File: src/rtl/lcdx_pkg.sv
package lcdx_pkg;

  localparam int LEN_FIELD_W = 18;
  localparam int BYTE_CNT_W  = LEN_FIELD_W + 1;

  typedef enum logic [1:0] {
    UNIT_B1   = 2'd0,
    UNIT_B2   = 2'd1,
    UNIT_B4   = 2'd2,
    UNIT_RSVD = 2'd3
  } unit_fmt_e;

  typedef enum logic [1:0] {
    TE_OFF  = 2'd0,
    TE_RISE = 2'd1,
    TE_FALL = 2'd2,
    TE_RSVD = 2'd3
  } te_mode_e;

  // Packed descriptor, MSB first; positions follow the word written by software
  typedef struct packed {
    logic                   dir_tx;
    logic                   is_data;
    logic                   irq_en;
    unit_fmt_e              unit_fmt;
    logic                   tmo_mode;
    te_mode_e               te_mode;
    logic                   repeat_en;
    logic [1:0]             spare;
    logic [2:0]             gap_cycles;
    logic [LEN_FIELD_W-1:0] len_m1;
  } xfer_desc_t;

  typedef enum logic [1:0] {
    ENG_IDLE  = 2'd0,
    ENG_TE    = 2'd1,
    ENG_FETCH = 2'd2,
    ENG_SEND  = 2'd3
  } eng_state_e;

endpackage

File: src/rtl/lcdx_fifo.sv
module lcdx_fifo #(
  parameter int WIDTH = 32,
  parameter int DEPTH = 8,
  parameter int LVL_W = $clog2(DEPTH + 1)
) (
  input  logic             clk,
  input  logic             rst_n,
  input  logic             flush,
  input  logic             push,
  input  logic [WIDTH-1:0] wdata,
  input  logic             pop,
  output logic [WIDTH-1:0] rdata,
  output logic [LVL_W-1:0] level,
  output logic             full,
  output logic             empty
);

  localparam int PTR_W = (DEPTH > 1) ? $clog2(DEPTH) : 1;

  logic [WIDTH-1:0] mem [DEPTH];
  logic [PTR_W-1:0] wr_ptr_q, wr_ptr_d;
  logic [PTR_W-1:0] rd_ptr_q, rd_ptr_d;
  logic [LVL_W-1:0] level_q, level_d;
  logic             push_ok, pop_ok;

  function automatic logic [PTR_W-1:0] ptr_inc(input logic [PTR_W-1:0] p);
    return (p == PTR_W'(DEPTH - 1)) ? '0 : p + 1'b1;
  endfunction

  assign full    = (level_q == LVL_W'(DEPTH));
  assign empty   = (level_q == '0);
  assign push_ok = push & ~full & ~flush;
  assign pop_ok  = pop & ~empty & ~flush;
  assign level   = level_q;
  assign rdata   = mem[rd_ptr_q];

  always_comb begin
    wr_ptr_d = wr_ptr_q;
    rd_ptr_d = rd_ptr_q;
    level_d  = level_q;
    if (flush) begin
      wr_ptr_d = '0;
      rd_ptr_d = '0;
      level_d  = '0;
    end else begin
      if (push_ok) wr_ptr_d = ptr_inc(wr_ptr_q);
      if (pop_ok)  rd_ptr_d = ptr_inc(rd_ptr_q);
      level_d = level_q + LVL_W'(push_ok) - LVL_W'(pop_ok);
    end
  end

  always_ff @(posedge clk or negedge rst_n) begin
    if (!rst_n) begin
      wr_ptr_q <= '0;
      rd_ptr_q <= '0;
      level_q  <= '0;
    end else begin
      wr_ptr_q <= wr_ptr_d;
      rd_ptr_q <= rd_ptr_d;
      level_q  <= level_d;
    end
  end

  always_ff @(posedge clk) begin
    if (push_ok) mem[wr_ptr_q] <= wdata;
  end

  AST_LEVEL_BOUND: assert property (@(posedge clk) disable iff (!rst_n)
    level_q <= LVL_W'(DEPTH)) else $error("fifo level above depth");

  AST_FULL_DROP: assert property (@(posedge clk) disable iff (!rst_n)
    (push && full && !pop && !flush) |=> (level_q == LVL_W'(DEPTH)))
    else $error("write to full fifo changed level");

  AST_FLUSH_EMPTY: assert property (@(posedge clk) disable iff (!rst_n)
    flush |=> empty) else $error("flush left words behind");

endmodule

File: src/rtl/lcdx_te_gate.sv
module lcdx_te_gate (
  input  logic clk,
  input  logic rst_n,
  input  logic te_in,
  output logic te_rise,
  output logic te_fall
);

  // [0],[1]: synchronizer stages, [2]: previous synchronized value
  logic [2:0] te_q, te_d;

  always_comb begin
    te_d = {te_q[1:0], te_in};
  end

  always_ff @(posedge clk or negedge rst_n) begin
    if (!rst_n) te_q <= '0;
    else        te_q <= te_d;
  end

  assign te_rise = te_q[1] & ~te_q[2];
  assign te_fall = ~te_q[1] & te_q[2];

endmodule

File: src/rtl/lcdx_lane_sel.sv
module lcdx_lane_sel
  import lcdx_pkg::*;
#(
  parameter int CNT_W = BYTE_CNT_W
) (
  input  logic [31:0]      word,
  input  logic [1:0]       idx,
  input  unit_fmt_e        unit_fmt,
  input  logic             swap_en,
  input  logic [CNT_W-1:0] remain,
  output logic [7:0]       byte_out
);

  logic [1:0]     unit_mask;
  logic [1:0]     lane;
  logic [CNT_W:0] unit_left;
  logic           unit_whole;

  always_comb begin
    case (unit_fmt)
      UNIT_B2: unit_mask = 2'b01;
      UNIT_B4: unit_mask = 2'b11;
      default: unit_mask = 2'b00;
    endcase
    // bytes left counted from the first byte of the current unit
    unit_left  = {1'b0, remain} + (CNT_W + 1)'(idx & unit_mask);
    unit_whole = unit_left > (CNT_W + 1)'(unit_mask);
    lane       = (swap_en && unit_whole) ? (idx ^ unit_mask) : idx;
    byte_out   = word[8*lane +: 8];
  end

endmodule

File: src/rtl/lcd_xfer_engine.sv
module lcd_xfer_engine
  import lcdx_pkg::*;
#(
  parameter int FIFO_DEPTH = 8,
  parameter int LVL_W      = $clog2(FIFO_DEPTH + 1)
) (
  input  logic             clk,
  input  logic             rst_n,
  input  logic             enable,
  input  logic             swap_en,
  input  logic [LVL_W-1:0] thresh_lvl,
  input  logic             wr_valid,
  input  logic [31:0]      wr_data,
  input  logic             ovf_clr,
  input  logic             done_clr,
  input  logic             te_in,
  output logic             out_valid,
  input  logic             out_ready,
  output logic [7:0]       out_byte,
  output logic             out_dc,
  output logic             busy,
  output logic [LVL_W-1:0] fifo_level,
  output logic             thresh_sts,
  output logic             ovf_sts,
  output logic             done_sts
);

  localparam int CNT_W = BYTE_CNT_W;

  eng_state_e       state_q, state_d;
  logic [CNT_W-1:0] remain_q, remain_d;
  logic [31:0]      word_q, word_d;
  logic [1:0]       idx_q, idx_d;
  logic             dc_q, dc_d;
  unit_fmt_e        fmt_q, fmt_d;
  te_mode_e         te_q, te_d;
  logic             done_q, done_d;
  logic             ovf_q, ovf_d;

  logic             fifo_pop, fifo_full, fifo_empty;
  logic [31:0]      fifo_rdata;
  logic             te_rise, te_fall;
  logic             handshake, last_byte;
  xfer_desc_t       desc;

  lcdx_fifo #(
    .WIDTH (32),
    .DEPTH (FIFO_DEPTH),
    .LVL_W (LVL_W)
  ) u_fifo (
    .clk   (clk),
    .rst_n (rst_n),
    .flush (~enable),
    .push  (wr_valid & enable),
    .wdata (wr_data),
    .pop   (fifo_pop),
    .rdata (fifo_rdata),
    .level (fifo_level),
    .full  (fifo_full),
    .empty (fifo_empty)
  );

  lcdx_te_gate u_te (
    .clk     (clk),
    .rst_n   (rst_n),
    .te_in   (te_in),
    .te_rise (te_rise),
    .te_fall (te_fall)
  );

  lcdx_lane_sel #(
    .CNT_W (CNT_W)
  ) u_lane (
    .word     (word_q),
    .idx      (idx_q),
    .unit_fmt (fmt_q),
    .swap_en  (swap_en),
    .remain   (remain_q),
    .byte_out (out_byte)
  );

  assign desc       = xfer_desc_t'(fifo_rdata);
  assign out_valid  = (state_q == ENG_SEND) && enable;
  assign handshake  = out_valid && out_ready;
  assign last_byte  = (remain_q == CNT_W'(1));
  assign out_dc     = dc_q;
  assign busy       = (state_q != ENG_IDLE);
  assign thresh_sts = (fifo_level <= thresh_lvl);
  assign ovf_sts    = ovf_q;
  assign done_sts   = done_q;

  // Next-state logic of the transfer engine
  always_comb begin
    state_d  = state_q;
    remain_d = remain_q;
    word_d   = word_q;
    idx_d    = idx_q;
    dc_d     = dc_q;
    fmt_d    = fmt_q;
    te_d     = te_q;
    fifo_pop = 1'b0;
    case (state_q)
      ENG_IDLE: begin
        if (!fifo_empty) begin
          fifo_pop = 1'b1;
          remain_d = CNT_W'(desc.len_m1) + CNT_W'(1);
          dc_d     = desc.is_data;
          fmt_d    = desc.unit_fmt;
          te_d     = desc.te_mode;
          state_d  = (desc.te_mode == TE_RISE || desc.te_mode == TE_FALL)
                     ? ENG_TE : ENG_FETCH;
        end
      end
      ENG_TE: begin
        if ((te_q == TE_RISE && te_rise) || (te_q == TE_FALL && te_fall))
          state_d = ENG_FETCH;
      end
      ENG_FETCH: begin
        if (!fifo_empty) begin
          fifo_pop = 1'b1;
          word_d   = fifo_rdata;
          idx_d    = 2'd0;
          state_d  = ENG_SEND;
        end
      end
      ENG_SEND: begin
        if (handshake) begin
          remain_d = remain_q - CNT_W'(1);
          idx_d    = idx_q + 2'd1;
          if (last_byte)          state_d = ENG_IDLE;
          else if (idx_q == 2'd3) state_d = ENG_FETCH;
        end
      end
      default: state_d = ENG_IDLE;
    endcase
    if (!enable) begin
      state_d  = ENG_IDLE;
      fifo_pop = 1'b0;
    end
  end

  // Sticky status next-state: a new event wins over a clear
  always_comb begin
    done_d = done_q;
    if (done_clr) done_d = 1'b0;
    if (handshake && last_byte) done_d = 1'b1;
    ovf_d = ovf_q;
    if (ovf_clr) ovf_d = 1'b0;
    if (wr_valid && enable && fifo_full) ovf_d = 1'b1;
  end

  always_ff @(posedge clk or negedge rst_n) begin
    if (!rst_n) begin
      state_q  <= ENG_IDLE;
      remain_q <= '0;
      word_q   <= '0;
      idx_q    <= '0;
      dc_q     <= 1'b0;
      fmt_q    <= UNIT_B1;
      te_q     <= TE_OFF;
      done_q   <= 1'b0;
      ovf_q    <= 1'b0;
    end else begin
      state_q  <= state_d;
      remain_q <= remain_d;
      word_q   <= word_d;
      idx_q    <= idx_d;
      dc_q     <= dc_d;
      fmt_q    <= fmt_d;
      te_q     <= te_d;
      done_q   <= done_d;
      ovf_q    <= ovf_d;
    end
  end

  AST_HOLD_BYTE: assert property (@(posedge clk) disable iff (!rst_n)
    (out_valid && !out_ready) |=> ($stable(out_byte) && (out_valid || !enable)))
    else $error("byte changed while stalled");

  AST_DC_STEADY: assert property (@(posedge clk) disable iff (!rst_n)
    busy |=> (!busy || $stable(out_dc)))
    else $error("dc flag moved inside a transfer");

  AST_DONE_STICKY: assert property (@(posedge clk) disable iff (!rst_n)
    (done_sts && !done_clr) |=> done_sts)
    else $error("done flag dropped without clear");

  AST_DONE_SRC: assert property (@(posedge clk) disable iff (!rst_n)
    $rose(done_sts) |-> $past(out_valid && out_ready))
    else $error("done flag set without a final byte");

  AST_OVF_STICKY: assert property (@(posedge clk) disable iff (!rst_n)
    (ovf_sts && !ovf_clr) |=> ovf_sts)
    else $error("overflow flag dropped without clear");

  AST_DISABLE_IDLE: assert property (@(posedge clk) disable iff (!rst_n)
    !enable |=> (!out_valid && fifo_level == '0))
    else $error("engine active while disabled");

endmodule

File: config.mk
export PLATFORM = sky130hd
export DESIGN_NAME = lcd_xfer_engine
export DESIGN_NICKNAME = d
export VERILOG_FILES = /design/src/rtl/lcdx_pkg.sv /design/src/rtl/lcdx_fifo.sv /design/src/rtl/lcdx_te_gate.sv /design/src/rtl/lcdx_lane_sel.sv /design/src/rtl/lcd_xfer_engine.sv
export SDC_FILE = /design/constraint.sdc
export NUM_CORES = 1
export LEC_CHECK = 0
export BUFFER_PORTS_ARGS = -buffer_cell sky130_fd_sc_hd__buf_2
export CORE_MARGIN = 5
export CORE_UTILIZATION = 34
export CTS_BUF_LIST = sky130_fd_sc_hd__clkbuf_4 sky130_fd_sc_hd__clkbuf_8
export DETAILED_ROUTE_END_ITERATION = 10
export PLACE_DENSITY = 0.59
export SYNTH_ARGS = -nofsm -noshare
export SYNTH_HDL_FRONTEND = slang
export SYNTH_SLANG_ARGS = --single-unit
File: constraint.sdc
create_clock -name clk -period 4.9 [get_ports clk]
set_input_delay 0.735 -clock clk [delete_from_list [all_inputs] [get_ports clk]]
set_output_delay 0.735 -clock clk [all_outputs]
set_load 0.1 [all_outputs]
* Word level (Yosys, flattened, before mapping)
Memory sizes are Yosys's and may differ from the RTL's.
Index checks and enable logic that the tools add are counted.
** Storage, ports and cells
- Flip-flop bits (word level) :: 75
- Memory bits (writable) :: 256
- Input port bits :: 45
- Output and inout port bits :: 18
- Word-level logic and storage cells :: 118
- Memories :: 1
** Operators by class
- $add $sub $neg :: 8
- Order comparisons :: 2
- Equality and inequality tests :: 24
- Shifts and indexed selects :: 1
- Multiplexer cells :: 33
- Bitwise gates (word level) :: 13
- Reduce and logical (&&, ||, !) cells :: 23
** Memory list
- u_fifo.mem :: depth 8, bits a word 32, read ports 1, clocked after Yosys merged registers in 0, wr ports 1, RTL line lcdx_fifo.sv:20 : logic [WIDTH-1:0] mem [DEPTH];
** Operators with widths (count)
- $mux 19 :: 2
- $pmux 19 s2 :: 1
- $shiftx 32x6->8 :: 1
- $mux 2 :: 11
- $add 19x20->20 :: 1
- $gt 20x2->1 :: 1
- $add 18x1->19 const B :: 1
- $eq 19x1->1 const B :: 1
- $sub 19x1->19 const B :: 1
- $mux 3 :: 6
- $eq 2x2->1 const B :: 6
- $ne 3x3->1 const B :: 4
- $reduce_bool 2->1 :: 5
- $mux 1 :: 9
- $eq 2x1->1 const B :: 4
- $logic_and 1x1->1 :: 8
- $pmux 2 s2 :: 2
- $pmux 2 s4 :: 1
- $and 1x1->1 :: 7
- $add 3x1->3 const B :: 2
- $eq 3x3->1 const B :: 2
- $ne 2x2->1 const B :: 3
- $reduce_and 3->1 :: 2
- $reduce_and 5->1 :: 1
- other kinds (16) :: 22

* Depth between registers and ports, before layout
Gate-level depths: netlist (run 1).
- Word-level depth :: 8
- Gate-level depth with buffers :: 16

* Modules after synthesis
Synthesis (run 1) repeated with hierarchy kept, for this count alone.
** Unflattened totals
- Cell total of the unflattened synthesis :: 969
- Area total of the unflattened synthesis :: 14910.6 µm²
** Modules (own cells, without submodules)
- lcdx_fifo :: times used 1, cells each 445, area an instance 10415.0 µm²
- lcd_xfer_engine :: times used 1, cells each 391, area an instance 3328.2 µm²
- lcdx_lane_sel :: times used 1, cells each 128, area an instance 1077.3 µm²
- lcdx_te_gate :: times used 1, cells each 5, area an instance 90.1 µm²

* Worst setup path after synthesis (run 1)
Ideal clock, no wire load.
- Kind :: reg2reg
- Start point :: register u_fifo.level_q[2], in the netlist u_fifo.level[2]
- End point :: memory u_fifo.mem[0][0] (enable)
- Arrival time :: 4.746 ns
- Required time :: 4.398 ns
- Path slack :: -0.348 ns
- Stages on the path, launching flop included :: 6
- Clock period less this slack :: 5.248 ns
- Cells stage by stage :: dfrtp_1 inv_1 ha_1 nand2_1 nand3_1 nor4_1
** On the way
- Word-level cells in the longest chain between the ends :: 6
** RTL lines
- from (decl) :: RTL line lcdx_fifo.sv:23 : logic [LVL_W-1:0] level_q, level_d;
- from (signal assigned) :: RTL line lcdx_fifo.sv:60 : level_q <= level_d;
- $eq 4x4->1 :: RTL line lcdx_fifo.sv:30 : assign full = (level_q == LVL_W'(DEPTH));
- $not 1->1 :: RTL line lcdx_fifo.sv:32 : assign push_ok = push & ~full & ~flush;
- $and 1x1->1 (2 in a row) :: RTL line lcdx_fifo.sv:32
- $mux 1 :: RTL line lcdx_fifo.sv:65 : if (push_ok) mem[wr_ptr_q] <= wdata;
- $mux 1 (not written as such) :: RTL line lcdx_fifo.sv:65
- to (decl) :: RTL line lcdx_fifo.sv:20
Every way passes these cells.

* Worst setup path after layout (run 1)
- Start point :: register fmt_q[1]
- End point :: output out_byte[0]
** On the way
- Word-level cells in the longest chain between the ends :: 8
- Elaborated cells on any way between the ends :: 10
- Classes of those cells :: add/sub (1); order compare (1); eq/ne (2); shift (1); mux (2); bitwise (2); reduce/logical (1)
** RTL lines
- from (decl) :: RTL line lcd_xfer_engine.sv:35 : unit_fmt_e fmt_q, fmt_d;
- from (signal assigned) :: RTL line lcd_xfer_engine.sv:169 : fmt_q <= fmt_d;
- $eq 2x2->1 or $eq 2x1->1 (tied branches) :: RTL line lcdx_lane_sel.sv:20 : case (unit_fmt)
- $pmux 2 s2 (*) :: RTL line lcdx_lane_sel.sv:20
- $and 2x2->2 :: RTL line lcdx_lane_sel.sv:26 : unit_left = {1'b0, remain} + (CNT_W + 1)'(idx & unit_mask);
- $add 19x20->20 :: RTL line lcdx_lane_sel.sv:26
- $gt 20x2->1 :: RTL line lcdx_lane_sel.sv:27 : unit_whole = unit_left > (CNT_W + 1)'(unit_mask);
- $logic_and 1x1->1 :: RTL line lcdx_lane_sel.sv:28 : lane = (swap_en && unit_whole) ? (idx ^ unit_mask) : idx;
- $mux 2 (*) :: RTL line lcdx_lane_sel.sv:28
- $shiftx 32x6->8 (*) :: RTL line lcdx_lane_sel.sv:29 : byte_out = word[8*lane +: 8];
- to (decl) :: RTL line lcd_xfer_engine.sv:19 : output logic [7:0] out_byte,
Every way passes the cells marked *; elsewhere a longest branch is shown, timed or not.

==> out/results.txt, run 1 <==
Top Ports -> 63
skew final -> 0.0315 ns
worst skew pair latency -> 0.61 ns
Wirelength per Cell -> 20.2 µm
fin nets -> 1,131
DR iter-0 viols -> 636
Worst VDD drop -> 492 µV
Initial Util -> 0.344
Largest delay share family, worst path -> adder cells
chip height -> 216 µm
WP data arrival -> 4.47 ns
DR pass1 iterations -> 5
Setup violations, final -> 8
Buf/Inv on CP -> 3
share of cells above drive strength 1 -> 0.275
Syn Area/Cell -> 15.1 µm²
element type at the critical path start -> register
clk slew on worst S/H paths -> 0.06 ns
relative slew slack -> 0.213
slack of the critical path -> -0.302 ns
root buffer cell -> clkbuf_8
worst min-delay path class -> input port to register
clk buf depth -> 3
Total Routed Length -> 33,300 µm
Critical Path, Cell by Cell -> ha_4 -> inv_2 -> ha_4 -> ha_4 -> fa_1 -> ha_4 -> nor2b_4 -> a2bb2oi_2 -> a21oi_2 -> nand3_2 -> o41a_4 -> buf_12 -> mux2_4 -> a32oi_4 -> buf_12
clock buffer count from CTS -> 54
post-placement cell area -> 15,500 µm²
Tot Pwr -> 10.8 mW
critical path fanouts, max -> 8
setup TNS -> -2.20 ns
Final Cell Area -> 17,000 µm²
die area -> 46,700 µm²
post-route ant nets -> 0
first-pass GRT wire length -> 52,200 µm
largest net degree at the start of global routing -> 76
Max Cap Violations -> 0
CP Class -> register to output pin
Max Freq -> 192 MHz
YS warnings -> 0
Via Count -> 8,433
TritonCTS clock tree -> done
number of synthesized flops with an enable pin -> 256
All-Layer GR Usage -> 0.142
Main synth FF type -> edfxtp_1
failing checks -> setup timing
setup repair after global routing missed its margin -> yes
status -> finished, violations left
Storage cell area -> 9570 µm²
Synth cell types -> 62
Worst Tran Pin Value -> 1.18 ns
Synth Cell Area -> 14,500 µm²
Crit-path slowest cell -> fa_1
routability cong. -> 0.825
dpl cells -> 1,532
FP Rows -> 75
syn nets -> 1,032
Worst EP required -> 4.16 ns
Area growth syn-to-layout -> 17.5%
multi-input logic area -> 4800 µm²
Core Box Area -> 42,000 µm²
Largest stage delay, worst path -> 0.55 ns
fin cells -> 1,645
CTS Hold Bufs -> 0
leakage -> 6.07 nW
Die Wd -> 216 µm
final period utilization -> 1.06
ys async rst share -> 0.227
initial antenna violation count -> 5
Gate Count Post-Synth -> 960
most used cell, CP -> ha_4
DPL Wire Length -> 20,400 µm
vias per cell -> 5.13
Final Slew Violations -> 0
Seq/Total Area, Yosys -> 0.662
GRT Residual Overflow -> 0
final hold violation count -> 0
DRC -> 0
H-tree levels -> 2
Final Critical Period -> 5.20 ns
number of global-route vias before repair -> 8,734
clk sinks -> 331
Setup crit end kind -> output pin
Port Buf Inserts -> 62
Cell Pwr Density -> 634 nW/µm²
flops & latches, synth -> 331
filler instances -> 3,908
## metrics by stage
step	utilization	hold slack (ns)	worst slack, ns
after floorplan	-	0.331	0.0340
after global placement	0.369	0.345	0.175
after detailed placement	0.369	0.337	0.132
after CTS	0.403	0.204	-0.344
after global routing	0.404	0.211	-0.446
final	0.404	0.239	-0.302
## routing by layer
layer / track usage / wire [µm] / up-vias
met5: 0 / 13 / -
met4: 0.0424 / 887 / 2
met3: 0.0373 / 1890 / 70
met2: 0.223 / 15500 / 183
met1: 0.197 / 15000 / 4280
li1: - / - / 3898
## power breakdown
group / internal, mW / total [mW] / switching (mW)
combinational: 1.82 / 4.46 / 2.64
clock: 1.40 / 2.50 / 1.10
sequential: 3.36 / 3.81 / 0.447
total: 6.58 / 10.8 / 4.19
## placed cells by master (no fill, tap or decap), drive strengths merged, types with 3 or more instances in the layout
master  netlist  layout
a22oi         3       3
nor2b         7       7
mux2i        27      27
nor4          8       8
xnor2        13      13
edfxtp      256     256
dfrtp        75      75
nand2b        8       8
a31oi        13      13
o21ai        39      39
bufinv        0       3
clkbuf       26      81
ha           25      25
nand2        97      97
and3          6       6
nor2         62      62
nand4         6       6
xor2         11      11
o221ai        4       4
and2          8       8
mux2          7       9
a211oi        3       3
a21oi        50      50
buf          26      93
a32oi         8       8
a22o          3       3
inv          24      25
nand3        17      17
clkinv        0      14
o22ai         5       5
mux4         64      64
nor3         25      25
## worst register-to-register path, cell delays in order, from the launching register on
cell	delay, ns
dfrtp_4	0.74
buf_4	0.43
mux4_2	0.54
mux2i_1	0.56
nor3_1	0.15
nand3_1	0.18
nor3_1	0.08
xnor2_1	0.17
o221ai_1	0.13
## cell usage after synthesis, drive strengths merged (5+ instances only)
| master | count | area share |
|---|---|---|
| clkbuf | 26 | 0.0068 |
| and3 | 6 | 0.0026 |
| ha | 25 | 0.022 |
| nor2b | 7 | 0.0030 |
| edfxtp | 256 | 0.53 |
| buf | 26 | 0.012 |
| xor2 | 11 | 0.0067 |
| nand3 | 17 | 0.0059 |
| o21ai | 39 | 0.014 |
| nor2 | 62 | 0.016 |
| a31oi | 13 | 0.0056 |
| and2 | 8 | 0.0035 |
| xnor2 | 13 | 0.0079 |
| nand2b | 8 | 0.0035 |
| nor4 | 8 | 0.0035 |
| inv | 24 | 0.0062 |
| a32oi | 8 | 0.0085 |
| mux4 | 64 | 0.10 |
| o22ai | 5 | 0.0022 |
| nand4 | 6 | 0.0026 |
| nor3 | 25 | 0.0087 |
| mux2i | 27 | 0.020 |
| a21oi | 50 | 0.018 |
| nand2 | 97 | 0.025 |
| mux2 | 7 | 0.0062 |
| dfrtp | 75 | 0.13 |
## state kept, by name (all words and copies together) (netlist names)
register         count
u_fifo.level         4
u_fifo.rd_ptr_q      3
idx_q                2
fmt_q                2
te_q                 2
remain_q            19
u_te.te_q            3
state_q              2
done_sts             1
u_fifo.wr_ptr_q      3
out_dc               1
ovf_sts              1
word_q              32
u_fifo.mem         256
## area by class of cell
type / count / share of cell area
inverters: 24 / 0.00530
well taps: 539 / 0.0397
clock inverters: 20 / 0.0116
flip-flops and latches: 331 / 0.563
multi-input cells: 555 / 0.282
diodes: 2 / 0.000295
clock buffers: 81 / 0.0557
repair buffers: 93 / 0.0418
## path summary, 6_finish.rpt
kind                                     from            endpoint  slack [ns]  cells past startpoint
min reg2reg                      u_te.te_q[0]        u_te.te_q[1]        0.36                      0
min                                     te_in        u_te.te_q[0]        0.24                      1
max reg2reg                u_fifo.rd_ptr_q[0]        remain_q[17]        1.77                      8
min in group asynchronous               rst_n             ovf_sts        0.29                      1
max in group asynchronous               rst_n  u_fifo.rd_ptr_q[0]        3.84                      1
max                                  fmt_q[1]         out_byte[0]       -0.30                     15
## logic make-up (layout without fill, tap and decap cells)
group	Yosys count	after routing	synth area share
DFF	331	331	0.662
xor gates and xnor gates	24	24	0.0145
other	0	2	0
and+or+nand+nor	255	255	0.0804
buffers and inverters	76	218	0.0249
AOI/OAI and AO/OA	149	149	0.0686
adders and majority gates	27	27	0.0244
muxes	98	100	0.126
## repair_timing
item	CTS	global route
pin swaps	2	8
cloned	3	0
endpoints found under the setup margin	8	8
setup buffers	5	2
gates resized for setup	22	9
No activity file was read; power rests on OpenSTA's default activity.
==> run 2: changes to the inputs <==
- SYNTH_HIERARCHICAL: default -> 1
==> run 2 against run 1 <==
  * The flow still finishes with violations (setup timing)
  * Final cell count is 3.9% higher
  * Power is 8.5% lower
  * Combinational power is 20% lower
  * Flip-flop and latch count stayed put
  * First-iteration DRC count is 3.0% higher
  * Largest power group is now registers
  * Critical endpoint is now out_byte[3]
==> out/results.txt, run 2 <==
Port Buf Inserts -> 62 (unchanged)
H-tree levels -> 2 (unchanged)
pre-CTS setup slack -> 0.0537 ns (was 0.132 ns)
Largest stage delay, worst path -> 0.43 ns (was 0.55 ns)
clk buf depth -> 3 (unchanged)
Worst EP required -> 4.16 ns (about the same)
most frequent cell after synthesis -> edfxtp_1 (unchanged)
critical path fanouts, max -> 5 (was 8)
Top Ports -> 63 (unchanged)
Initial Util -> 0.345 (was 0.344)
die area -> 48,100 µm² (was 46,700 µm²)
FP Rows -> 76 (was 75)
WP data arrival -> 4.73 ns (was 4.47 ns)
clk slew on worst S/H paths -> 0.06 ns (about the same)
status -> finished, violations left (unchanged)
Fin Hold WS -> 0.249 ns (was 0.239 ns)
Setup crit end kind -> output pin (unchanged)
R2R setup slack -> 1.70 ns (was 1.77 ns)
Worst VDD drop -> 812 µV (was 492 µV)
clock buffer count from CTS -> 54 (unchanged)
top cells by area, synth -> edfxtp_1, dfrtp_1, mux4_2 (unchanged)
fin nets -> 1,151 (was 1,131)
Final Util -> 0.404 (about the same)
Core Box Area -> 43,300 µm² (was 42,000 µm²)
largest register by flop count -> u_fifo/mem (was u_fifo.mem)
FF-to-FF Start -> u_fifo/rd_ptr_q[1] (was u_fifo.rd_ptr_q[0])
Largest delay share family, worst path -> adder cells (unchanged)
Total Routed Length -> 34,300 µm (was 33,300 µm)
commonest non-fill, non-tap cell in the layout -> edfxtp_1 (unchanged)
Worst Hold Path EP -> u_te/te_q[0] (was u_te.te_q[0])
GRT Residual Overflow -> 0 (unchanged)
most used cell, CP -> ha_4 (unchanged)
Die Wd -> 219 µm (was 216 µm)
YS warnings -> 6 (was 0)
Via Count -> 8,717 (was 8,433)
commonest cells after routing, fill and taps aside -> edfxtp_1, nand2_1, dfrtp_1 (unchanged)
Final Critical Period -> 5.46 ns (was 5.20 ns)
clk sinks -> 331 (unchanged)
Area growth syn-to-layout -> 17.3% (was 17.5%)
TritonCTS clock tree -> done (unchanged)
first-pass GRT wire length -> 53,400 µm (was 52,200 µm)
skew final -> 0.0246 ns (was 0.0315 ns)
Crit-path slowest cell -> fa_1 (unchanged)
Max Cap Violations -> 0 (unchanged)
Setup violations, final -> 8 (unchanged)
final hold violation count -> 0 (unchanged)
Synth cell types -> 76 (was 62)
element type at the critical path start -> register (unchanged)
share of the synthesized area in the top cell type -> 0.516 (was 0.532)
Top Registers -> u_fifo/mem x256, word_q x32, remain_q x19 (was u_fifo.mem x256, word_q x32, remain_q x19)
setup repair after global routing missed its margin -> yes (unchanged)
Buf/Inv on CP -> 4 (was 3)
leakage -> 6.27 nW (was 6.07 nW)
final period utilization -> 1.11 (was 1.06)
DPL Wire Length -> 21,400 µm (was 20,400 µm)
ys async rst share -> 0.227 (unchanged)
failing checks -> setup timing (unchanged)
number of synthesized flops with an enable pin -> 256 (unchanged)
post-route ant nets -> 0 (unchanged)
routability cong. -> 0.791 (was 0.825)
largest net degree at the start of global routing -> 76 (unchanged)
worst skew pair latency -> 0.59 ns (was 0.61 ns)
cell accounting for the most synthesized area -> edfxtp_1 (unchanged)
flops & latches, synth -> 331 (unchanged)
Post-synth top cells -> edfxtp_1, nand2_1, dfrtp_1, mux4_2, nor2_1 (unchanged)
root buffer cell -> clkbuf_8 (unchanged)
worst min-delay path class -> input port to register (unchanged)
DRC -> 0 (unchanged)
setup TNS -> -4.12 ns (was -2.20 ns)
Seq/Total Area, Yosys -> 0.641 (was 0.662)
share of cells above drive strength 1 -> 0.289 (was 0.275)
Worst Tran Pin Value -> 1.13 ns (was 1.18 ns)
CTS Hold Bufs -> 0 (unchanged)
reg2reg end -> remain_q[15] (was remain_q[17])
Final Slew Violations -> 0 (unchanged)
All-Layer GR Usage -> 0.143 (was 0.142)
initial antenna violation count -> 5 (unchanged)
chip height -> 219 µm (was 216 µm)
Synth Cell Area -> 14,900 µm² (was 14,500 µm²)
slack of the critical path -> -0.562 ns (was -0.302 ns)
cell depth of the worst hold path -> 1 (unchanged)
hold path startpoint -> te_in (unchanged)
relative slew slack -> 0.246 (was 0.213)
Critical Path, Cell by Cell -> ha_4 -> inv_4 -> ha_4 -> ha_4 -> fa_1 -> ha_1 -> nor2b_4 -> a2bb2oi_2 -> or4_4 -> nor4_4 -> a41o_4 -> mux2i_4 -> buf_12 -> buf_16 -> mux2i_2 -> a22oi_2 -> buf_12 (was ha_4 -> inv_2 -> ha_4 -> ha_4 -> fa_1 -> ha_4 -> nor2b_4 -> a2bb2oi_2 -> a21oi_2 -> nand3_2 -> o41a_4 -> buf_12 -> mux2_4 -> a32oi_4 -> buf_12)
Wirelength per Cell -> 20.1 µm (was 20.2 µm)
Cell Pwr Density -> 564 nW/µm² (was 634 nW/µm²)
Gate Count Post-Synth -> 969 (was 960)
vias per cell -> 5.10 (was 5.13)
filler instances -> 3,960 (was 3,908)
CP Class -> register to output pin (unchanged)
number of global-route vias before repair -> 8,943 (was 8,734)
Main synth FF type -> edfxtp_1 (unchanged)
Reg2Reg Depth -> 7 (was 8)
Syn Area/Cell -> 15.4 µm² (was 15.1 µm²)
DR iter-0 viols -> 655 (was 636)
Max Freq -> 183 MHz (was 192 MHz)
syn nets -> 1,040 (was 1,032)
DR pass1 iterations -> 7 (was 5)
max reg flops -> 256 (unchanged)
==> run 2: cell count changes after synthesis, moves of 12 or more <==
cell / change
o21ai_0: -17
a21oi_1: -16
nor3_1: -12
mux4_1: +23
nand2_1: +39
mux2_2: +30
mux4_2: -23
nor2_1: -26
==> run 2: how the worst max path moves through the flow <==
| stage | endpoint | from | cells after the start | slack, ns |
|---|---|---|---|---|
| final | out_byte[3] | fmt_q[1] | 17 | -0.56 |
| after global routing | out_byte[3] | fmt_q[1] | 17 | -0.70 |
| after CTS | out_byte[0] | fmt_q[1] | 16 | -0.57 |
| after detailed placement | out_byte[0] | fmt_q[1] | 16 | 0.05 |
| after global placement | out_byte[0] | fmt_q[0] | 17 | 0.07 |
| after floorplan | out_byte[0] | fmt_q[1] | 15 | -0.12 |
==> run 2: final cells by class <==
type	instances	area (µm²)	area share
Antenna cell	1	2.50	0.000143
Multi-Input combinational cell	571	5160	0.295
Clock inverter	23	236	0.0135
Clock buffer	76	921	0.0527
Inverter	29	111	0.00637
Timing Repair Buffer	93	759	0.0434
Tap cell	585	732	0.0419
Sequential cell	331	9570	0.547
==> run 2: cells by family after synthesis <==
| family | Yosys count | share of synthesized area |
|---|---|---|
| compound gates | 110 | 0.0525 |
| xor+xnor | 19 | 0.0112 |
| fa+ha+maj | 26 | 0.0228 |
| buf+inv | 67 | 0.0249 |
| flops | 331 | 0.641 |
| mux | 117 | 0.142 |
| simple gates | 299 | 0.105 |
==> run 2: metrics by stage <==
step | area, µm² | instances | power [mW]
finish | 17500 | 1709 | 9.86
global route | 17500 | 1708 | 10.4
CTS | 17400 | 1707 | 9.87
detailed placement | 16100 | 1601 | 7.11
global placement | 16100 | 1601 | 7.07
floorplan | 14900 | 969 | 6.00
==> run 2: what timing repair did <==
action                                 in CTS  in global routing
resized for setup                          13                  8
gates cloned                                2                  0
endpoints found under the hold margin       0                  0
pin swaps                                   5                  2
setup buffers                               5                  1
setup endpoints to repair                   8                  8
==> run 2: layer usage <==
layer,share of wire,wire [µm],global-route usage
met4,0.019,647,0.0371
met1,0.45,15500,0.197
met5,0.0012,41,0
met2,0.48,16300,0.231
met3,0.052,1780,0.0308
==> run 2: where the power goes <==
group          internal (mW)  switching, mW
sequential              3.31          0.437
combinational           1.37           2.21
clock                   1.48           1.06
